**src/rtl/rsb_pkg.sv**
```systemverilog
package rsb_pkg;
  localparam int BYTE_W = 8;
  localparam int NIB_W  = BYTE_W / 2;
  localparam int AC_W   = BYTE_W - 1;

  function automatic logic [BYTE_W-1:0] status_byte(input logic busy,
                                                    input logic [AC_W-1:0] ac);
    return {busy, ac};
  endfunction

  // Picks what the host sees on the data lines for the current nibble phase.
  function automatic logic [BYTE_W-1:0] nibble_view(input logic [BYTE_W-1:0] v,
                                                    input logic four,
                                                    input logic lower);
    if (!four) return v;
    if (lower) return {v[NIB_W-1:0], {NIB_W{1'b0}}};
    return {v[BYTE_W-1:NIB_W], {NIB_W{1'b0}}};
  endfunction
endpackage

```
**src/rtl/rsb_fall_sync.sv**
```systemverilog
module rsb_fall_sync #(
  parameter int STAGES = 2
) (
  input  logic clk,
  input  logic rst_n,
  input  logic async_in,
  output logic fall
);
  logic [STAGES:0] sh;

  always_ff @(posedge clk) begin
    if (!rst_n) sh <= '0;
    else        sh <= {sh[STAGES-1:0], async_in};
  end

  assign fall = sh[STAGES] & ~sh[STAGES-1];
endmodule

```
**src/rtl/rsb_nibble_track.sv**
```systemverilog
module rsb_nibble_track
  import rsb_pkg::*;
(
  input  logic             clk,
  input  logic             rst_n,
  input  logic             four_bit,
  input  logic             step,
  input  logic [NIB_W-1:0] nib_in,
  output logic             phase,
  output logic [NIB_W-1:0] hi_hold,
  output logic             byte_done
);
  logic mode_q;

  always_ff @(posedge clk) begin
    if (!rst_n) begin
      mode_q  <= 1'b0;
      phase   <= 1'b0;
      hi_hold <= '0;
    end else begin
      mode_q <= four_bit;
      if (four_bit != mode_q)      phase <= 1'b0;
      else if (step && four_bit)   phase <= ~phase;
      if (step && four_bit && !phase) hi_hold <= nib_in;
    end
  end

  assign byte_done = step & (~four_bit | phase);
endmodule

```
**src/rtl/rsb_host_if.sv**
```systemverilog
module rsb_host_if
  import rsb_pkg::*;
#(
  parameter int SYNC_STAGES = 2
) (
  input  logic              clk,
  input  logic              rst_n,
  input  logic              bus_en,
  input  logic              bus_rs,
  input  logic              bus_rw,
  input  logic [BYTE_W-1:0] bus_din,
  output logic [BYTE_W-1:0] bus_dout,
  output logic              bus_oe,
  input  logic              four_bit,
  input  logic              core_busy,
  input  logic [AC_W-1:0]   core_ac,
  input  logic              core_load,
  input  logic [BYTE_W-1:0] core_ldata,
  output logic              ins_stb,
  output logic              dat_stb,
  output logic              rd_adv,
  output logic [BYTE_W-1:0] wr_byte
);
  logic              fall_evt;
  logic              nib_phase;
  logic [NIB_W-1:0]  hi_hold;
  logic              byte_done;
  logic [BYTE_W-1:0] data_q;
  logic [BYTE_W-1:0] asm_byte;
  logic [BYTE_W-1:0] rd_src;

  rsb_fall_sync #(.STAGES(SYNC_STAGES)) u_sync (
    .clk(clk), .rst_n(rst_n), .async_in(bus_en), .fall(fall_evt)
  );

  rsb_nibble_track u_nib (
    .clk(clk), .rst_n(rst_n), .four_bit(four_bit), .step(fall_evt),
    .nib_in(bus_din[BYTE_W-1:NIB_W]), .phase(nib_phase),
    .hi_hold(hi_hold), .byte_done(byte_done)
  );

  assign asm_byte = four_bit ? {hi_hold, bus_din[BYTE_W-1:NIB_W]} : bus_din;

  always_ff @(posedge clk) begin
    if (!rst_n) begin
      ins_stb <= 1'b0;
      dat_stb <= 1'b0;
      rd_adv  <= 1'b0;
      wr_byte <= '0;
      data_q  <= '0;
    end else begin
      ins_stb <= 1'b0;
      dat_stb <= 1'b0;
      rd_adv  <= 1'b0;
      if (core_load) data_q <= core_ldata;
      if (byte_done) begin
        if (!bus_rw) begin
          if (bus_rs) begin
            dat_stb <= 1'b1;
            wr_byte <= asm_byte;
          end else if (!core_busy) begin
            ins_stb <= 1'b1;
            wr_byte <= asm_byte;
          end
        end else if (bus_rs) begin
          rd_adv <= 1'b1;
        end
      end
    end
  end

  assign bus_oe   = bus_en & bus_rw;
  assign rd_src   = bus_rs ? data_q : status_byte(core_busy, core_ac);
  assign bus_dout = bus_oe ? nibble_view(rd_src, four_bit, nib_phase) : '0;
endmodule

```
**config.mk**
```make
export PLATFORM = sky130hd
export DESIGN_NAME = rsb_host_if
export DESIGN_NICKNAME = d
export VERILOG_FILES = /design/src/rtl/rsb_pkg.sv /design/src/rtl/rsb_fall_sync.sv /design/src/rtl/rsb_nibble_track.sv /design/src/rtl/rsb_host_if.sv
export SDC_FILE = /design/constraint.sdc
export NUM_CORES = 1
export LEC_CHECK = 0
export ABC_CLOCK_PERIOD_IN_PS = 2300
export BUFFER_PORTS_ARGS = -buffer_cell sky130_fd_sc_hd__buf_2
export CORE_MARGIN = 2
export CORE_UTILIZATION = 45
export CTS_BUF_LIST = sky130_fd_sc_hd__clkbuf_2
export DETAILED_ROUTE_END_ITERATION = 12
export GPL_TIMING_DRIVEN = 0
export MAX_ROUTING_LAYER = met4
export PLACE_DENSITY = 0.78
export SLEW_MARGIN = 20
export SYNTH_ARGS = -nofsm -noshare
export SYNTH_HDL_FRONTEND = slang
export SYNTH_SLANG_ARGS = --single-unit
```
**constraint.sdc**
```tcl
create_clock -name clk -period 2.3 [get_ports clk]
set_clock_uncertainty 0.1 [all_clocks]
set_input_delay 0.69 -clock clk [delete_from_list [all_inputs] [get_ports clk]]
set_output_delay 0.69 -clock clk [all_outputs]
set_load 0.005 [all_outputs]
```
### Yosys cells after proc, flatten, opt, wreduce, memory -nomap -nowiden

Cells that the tools add are included.

* reduce and logical (&&, ||, !) cells: 8
* eq/ne operators: 2
* bitwise operators: 10
* multiplexer cells: 13

Operator list (count)
* $mux 8: 9
* $not 1->1: 6
* $reduce_and 3->1: 2
* $mux 1: 4
* $reduce_or 4->1: 1
* $and 1x1->1: 3
* $reduce_or 3->1: 1
* $logic_and 1x1->1: 2
* $ne 2x2->1 const B: 1
* $reduce_or 2->1: 1
* $logic_not 1->1: 1
* $ne 1x1->1: 1
* $or 1x1->1: 1

* output and inout bits: 20
* input port bits: 31
* register bits after elaboration: 28
* logic and storage cells: 42

### Longest topological paths before layout

Gate-level depths: netlist of run 1.

* depth in word-level cells: 6
* mapped depth: 5
* depth with buffers taken out: 3

### Modules after synthesis

From an unflattened synthesis of run 1, not the netlist that was laid out.

* cells, all modules: 127
* area total of the unflattened synthesis: 1321.3 µm²

Modules (own cells, without submodules)
* rsb_host_if: area each 979.7 µm², sequential area each 380.4 µm², cells each 97, times used 1
* rsb_nibble_track: area each 252.7 µm², sequential area each 120.1 µm², cells each 23, times used 1
* rsb_fall_sync: area each 88.8 µm², sequential area each 60.1 µm², cells each 7, times used 1

### Worst setup path before layout of run 1

OpenSTA, ideal clock, no wires.

* kind: input port to output port
* start: input four_bit
* end: output bus_dout[4]
* required time: 1510 ps
* stages on the path: 4
* path buffers: 2
* setup slack: 165 ps
* arrival time: 1345 ps
* path through: buf_6 > buf_2 > a221oi_1 > a311oi_1

* word-level cells in the longest chain between the ends: 2

RTL lines
* start: declaration: RTL line rsb_host_if.sv:14 `input logic four_bit,`
* $mux 8: RTL line rsb_pkg.sv:16 `if (lower) return {v[NIB_W-1:0], {NIB_W{1'b0}}};`
* $mux 8: RTL line rsb_host_if.sv:74 `assign bus_dout = bus_oe ? nibble_view(rd_src, four_bit, nib_phase) : '0;`
* end: declaration: RTL line rsb_host_if.sv:12 `output logic [BYTE_W-1:0] bus_dout,`

No other way between the ends.

### Worst setup path after layout of run 1

* start: input bus_rs
* end: output bus_dout[6]

* word-level cells in the longest chain between the ends: 6

RTL lines
* start: declaration: RTL line rsb_host_if.sv:9 `input logic bus_rs,`
* $mux 8 *: RTL line rsb_host_if.sv:73 `assign rd_src = bus_rs ? data_q : status_byte(core_busy, core_ac);`
* $mux 8: RTL line rsb_pkg.sv:15 `if (!four) return v;`
* $mux 8: RTL line rsb_pkg.sv:16
* $mux 8: RTL line rsb_pkg.sv:17 `return {v[BYTE_W-1:NIB_W], {NIB_W{1'b0}}};`
* $mux 8 *: RTL line rsb_pkg.sv:16
* $mux 8 *: RTL line rsb_host_if.sv:74

Every way passes the cells marked *; elsewhere a longest branch is shown, timed or not. The select of a mux whose other input is x is not followed.

==> metrics, run 1 <==
Ant. Diodes 0; # setup viols final 1; Core Util, Final 0.603; Max-Cap Viols 0; Final ANT Viol Nets 0; CTS tree built; worst hold start u_sync.sh[0]; WS Path Type in -> out; Peak VDD IR 353 µV; worst setup margin -0.0271 ns; register area 562 µm²; CP required roughly 1.5 ns; Post-route DRC 0; routability cong. 0.795; P&R area growth vs syn 25.3%; floorplan row count 19; Initial Util 0.481; GRT Total Usage 0.182; most common library cells after synthesis dfxtp_1, mux2i_1, nand2_1; Wirelength per Cell 13.3 µm; Syn. warnings 0; largest net degree at the start of global routing 15; DRT Pass-1 Iters 4; Final Cycle Share 1.01; HPWL Detailed 2250 µm; Worst setup EP type primary output; sequential share of the synthesized area 0.419; number of global-route vias before repair 1071; hold buffers post-CTS 0; Max Clock Freq 0.430 GHz; FF-to-FF End wr_byte[6]; CP arrival 1.54 ns; grt total ovfl 0; cell area power density a little under 500 mW/mm²; top-count cell post-synth dfxtp_1; final wirelength 2910 µm; Tmin final 2.33 ns; Core ar. 0.00278 mm²; Worst Hold Depth 1; RSZ-0062 raised after global routing yes; Root Driver clkbuf_2; multi-input logic area 721 µm²; final hold vios 0; Leakage 0.808 nW; Avg Inst Size Synth ~9.8 µm²; Reg clk slew, reported paths 0.24 ns; Async SR Flop Fraction 0; outcome finished, violations left; CTS Buf Count 3; synthesized netlist cell count approximately 140; Netlist cell types 25; total die area 0.00343 mm²; synth top area cells dfxtp_1, mux2i_1, nor2b_1; share of cells above drive strength 1 0.378; post-synth top area share 0.419; filler cell count 236; Worst Hold End u_sync.sh[1]; CTS sink count 28; type of origin of the critical path input pin; clk_lat worst skew 0.36 ns; Top FF cell, synth dfxtp_1; Max clock buf depth 2; Vias/cell around 5.3; Worst Setup Slack post-DPL -0.147 ns; largest area contributor in the netlist dfxtp_1; flops & latches, synth 28; crit-path max FO 8; synthesized cell area 0.00134 mm²; Die H 58.5 µm; vias 1159; failing checks negative setup slack; first-pass GRT wire length ~4700 µm; r2r worst-path depth 4; FF-to-FF setup slack between 0.7 and 0.8 ns; net count after synthesis 168; Die X 58.5 µm; EDFF count, synth 0; Worst slew margin 0.622; H-Tree Depth 1; 1st-iter DRT viols 27; Hold Crit Class reg -> reg; Slew Limit Fails 0; Final #Nets 221; I/O Buffers 47; reg2reg start u_nib.phase; initial antenna violation count 0; worst slew pin tran 0.566 ns; # IOs 51
[registers in the layout, summed over array words and instances (netlist names)]
register	cells
u_nib.phase	1
u_nib.mode_q	1
data_q	8
rd_adv	1
u_nib.hi_hold	4
u_sync.sh	3
dat_stb	1
wr_byte	8
ins_stb	1
[power breakdown]
group,total [mW],internal [mW],switching (mW)
clock network,0.174,0.0354,0.138
registers,0.506,0.500,0.00680
logic,0.133,0.0724,0.0610
total,0.814,0.607,0.206
[worst max path at each step]
| stage | from | end | slack (ns) |
|---|---|---|---|
| CTS | bus_rs | bus_dout[6] | -0.01 |
| global route | bus_rs | bus_dout[4] | -0.07 |
| detailed placement | bus_rs | bus_dout[6] | -0.15 |
| finish | bus_rs | bus_dout[6] | -0.03 |
| global placement | bus_rs | bus_dout[6] | -0.14 |
| floorplan | four_bit | bus_dout[4] | 0.17 |
[layer usage]
metal	global-route usage	share of wire	up-vias	wire length, µm
li1	-	-	579	-
met1	0.214	0.44	543	1290
met2	0.311	0.49	30	1440
met3	0.0396	0.050	7	145
met4	0.0532	0.015	0	43
met5	-	0	-	0
[cell usage in the layout, fill, tap and decap left out, types with 4 or more instances in the layout]
cell,n
clkbuf_2,4
nor2b_1,15
mux2i_1,23
mux2_2,8
nand2_1,19
a221oi_1,4
buf_2,47
dfxtp_1,27
nor3_1,4
clkbuf_1,5
and2_1,5
[logic make-up after synthesis]
group	synth area share
compound gates	0.0598
buf+inv	0.0505
flops	0.419
mux	0.247
simple gates	0.224
[through the flow]
stage	hold slack [ns]	cell area, µm²	total power, mW	instances	TNS, ns
finish	0.370	1680	0.814	219	-0.0271
global placement	0.316	1610	0.634	215	-0.479
global route	0.349	1680	0.853	219	-0.100
CTS	0.368	1660	0.816	219	-0.0109
floorplan	0.312	1340	0.591	137	0
detailed placement	0.322	1610	0.639	215	-0.566
[critical path: stages]
cell      delay [ns]
buf_8           0.11
buf_8           0.13
mux2i_2         0.15
a311oi_1        0.29
buf_2           0.16
[repair_timing]
item / in CTS / in global routing
pin swaps: 1 / 3
gates resized for setup: 8 / 5
setup endpoints to repair: 7 / 4
hold endpoints to repair: 0 / 0
buffers inserted: 2 / 0
gates cloned: 0 / 0
[cell type report]
cell class | count | area share
multi-input cells | 96 | 0.430
flip-flops and latches | 28 | 0.335
repair buffers | 49 | 0.155
plain buffers | 11 | 0.0462
well taps | 31 | 0.0231
clock buffers | 3 | 0.00895
inverters | 1 | 0.00224
(Power assumes the default switching activity.)
==> run 2: changes to the inputs <==
Settings changed: CORE_UTILIZATION 45 to 40, GPL_TIMING_DRIVEN 0 to 1, PLACE_DENSITY 0.78 to 0.71.
==> metrics, run 2 (synthesis results as in run 1) <==
outcome finished, final reports clean; Worst path top cell family by delay compound AO/OA/AOI/OAI gates; TNS Setup 0 ns (+0.0271 ns); largest registers data_q (8), wr_byte (8), u_nib.hi_hold (4); RSZ-0062 raised after global routing no; Leakage 0.810 nW (+0.23%); floorplan row count 21 (+2); Max-Cap Viols 0 (unchanged); worst hold slack 0.382 ns (+0.0113 ns); clk_lat worst skew 0.36 ns (about the same); Int Power 0.716 mW (+18%); Tot Pwr 0.924 mW (+14%); routability cong. 0.717 (-9.8%); CTS sink count 28 (unchanged); Worst slew margin 0.813 (+0.191); Worst Hold End wr_byte[2]; Wirelength per Cell 12.7 µm (-4.4%); Final ANT Viol Nets 0 (unchanged); HPWL Detailed 2220 µm (-1.5%); vias 1119 (-3.5%); Worst Setup SP bus_rs; CTS tree built; Peak VDD IR 245 µV (-31%); CP max-delay cell a221oi_1; Cell Chain, Critical Path buf_6 -> and2b_1 -> a221oi_1 -> a311oi_1 -> buf_2; FF-to-FF End wr_byte[3]; switching share of total power 0.226 (-0.0278); crit-path max FO 13 (+5); worst hold start wr_byte[2]; number of global-route vias before repair 1050 (-2.0%); most frequent cells in the layout buf_2, dfxtp_1, mux2i_1; Logic pwr share 0.137 (-0.027); first-pass GRT wire length 4490 µm (-5.0%); # IOs 51 (unchanged); type of origin of the critical path input pin; initial antenna violation count 0 (unchanged); CP arrival 1.44 ns (-0.10 ns); cell area power density 549 mW/mm² (+13%); largest net degree at the start of global routing 35 (+20); Die H 61.9 µm (+5.6%); WS Path Type in -> out; I/O Buffers 50 (+6.4%); Die X 61.9 µm (+5.6%); Final Cycle Share 0.971 (-0.0412); H-Tree Depth 1 (unchanged); Worst Setup Slack post-DPL -0.0753 ns (+0.0721 ns); Core ar. 0.00328 mm² (+18%); # setup viols final 0 (-1); worst setup margin 0.0676 ns (+0.0947 ns); Buf/Inv on CP 2 (-1); CP required 1.51 ns (about the same); FF-to-FF setup slack 0.83 ns (+0.06 ns); CTS Buf Count 3 (unchanged); r2r worst-path depth 3 (-1); Initial Util 0.408 (-0.0737); commonest non-fill, non-tap cell in the layout buf_2; final wirelength 2920 µm (+0.41%); Final #Nets 216 (-2.3%); Post-CTS Setup Inserts 0 (-2); GRT Total Usage 0.161 (-0.0214); share of cells above drive strength 1 0.391 (+0.0136); total die area 0.00383 mm² (+12%); Tmin final 2.23 ns (-0.0947 ns); grt total ovfl 0 (unchanged); Critical Path Max Stage Delay 0.22 ns (-0.07 ns); Max Clock Freq 0.448 GHz (+4.2%); Reg clk slew, reported paths 0.26 ns (+0.02 ns); Ant. Diodes 0 (unchanged); hold buffers post-CTS 0 (unchanged); Net Switching 0.209 mW (+1.1%); Post-route DRC 0 (unchanged); Core Util, Final 0.512 (-0.0909); sequential share of power 0.547 (-0.075); Root Driver clkbuf_2; 1st-iter DRT viols 55 (+100%); worst slew pin tran 0.276 ns (-0.290 ns); Worst Hold Depth 2 (+1); P&R area growth vs syn 25.7%; Slew Limit Fails 0 (unchanged); Worst setup EP type primary output; reg2reg start u_nib.phase; final hold vios 0 (unchanged); DRT Pass-1 Iters 4 (unchanged); Clk network pwr share 0.316 (+0.102); Max clock buf depth 2 (unchanged); Hold Crit Class reg -> reg; Vias/cell 4.87 (-8.1%)
[run 2: per-layer routing]
| layer | part of all wire | global-route usage | wire length (µm) |
|---|---|---|---|
| met1 | 0.44 | 0.176 | 1300 |
| met5 | 0 | - | 0 |
| met2 | 0.49 | 0.295 | 1430 |
| met4 | 0.0031 | 0.0486 | 9 |
| met3 | 0.063 | 0.0290 | 184 |
[run 2: worst max-delay path by stage]
stage                        endpoint  slack [ns]  cells past startpoint
after floorplan           bus_dout[4]        0.17                      4
after global placement    bus_dout[6]       -0.04                      5
after detailed placement  bus_dout[6]       -0.08                      5
after CTS                 bus_dout[6]        0.01                      5
after global routing      bus_dout[5]        0.02                      4
final                     bus_dout[6]        0.07                      5
[run 2: final cells by class]
class	count	area, µm²
Clock buffer	3	15.0
Tap cell	46	57.6
Timing Repair Buffer	55	297
Sequential cell	28	564
Clock inverter	1	30.0
Inverter	1	3.75
Fill cell	304	1600
Multi-Input combinational cell	96	716
[run 2: worst reg2reg max path, cell delays in order, from the launching register on]
cell and delay (ns):
dfxtp_4 0.49, nor2b_4 0.05, or4_4 0.59, mux2i_1 0.19
[run 2: power by group through the flow]
stage	registers (mW)	clock network [mW]	logic (mW)
floorplan	0.513	0	0.0772
global placement	0.515	0	0.119
detailed placement	0.516	0	0.124
CTS	0.507	0.305	0.125
global route	0.508	0.325	0.140
finish	0.506	0.292	0.126
[run 2: stage by stage]
step | area [µm²] | cells
after CTS | 1670 | 230
after global placement | 1620 | 226
after detailed placement | 1620 | 226
final | 1680 | 230
after floorplan | 1340 | 137
after global routing | 1680 | 230
[run 2: what timing repair did]
item	CTS	global route
gates resized for setup	3	4
setup endpoints to repair	4	4
endpoints found under the hold margin	0	0
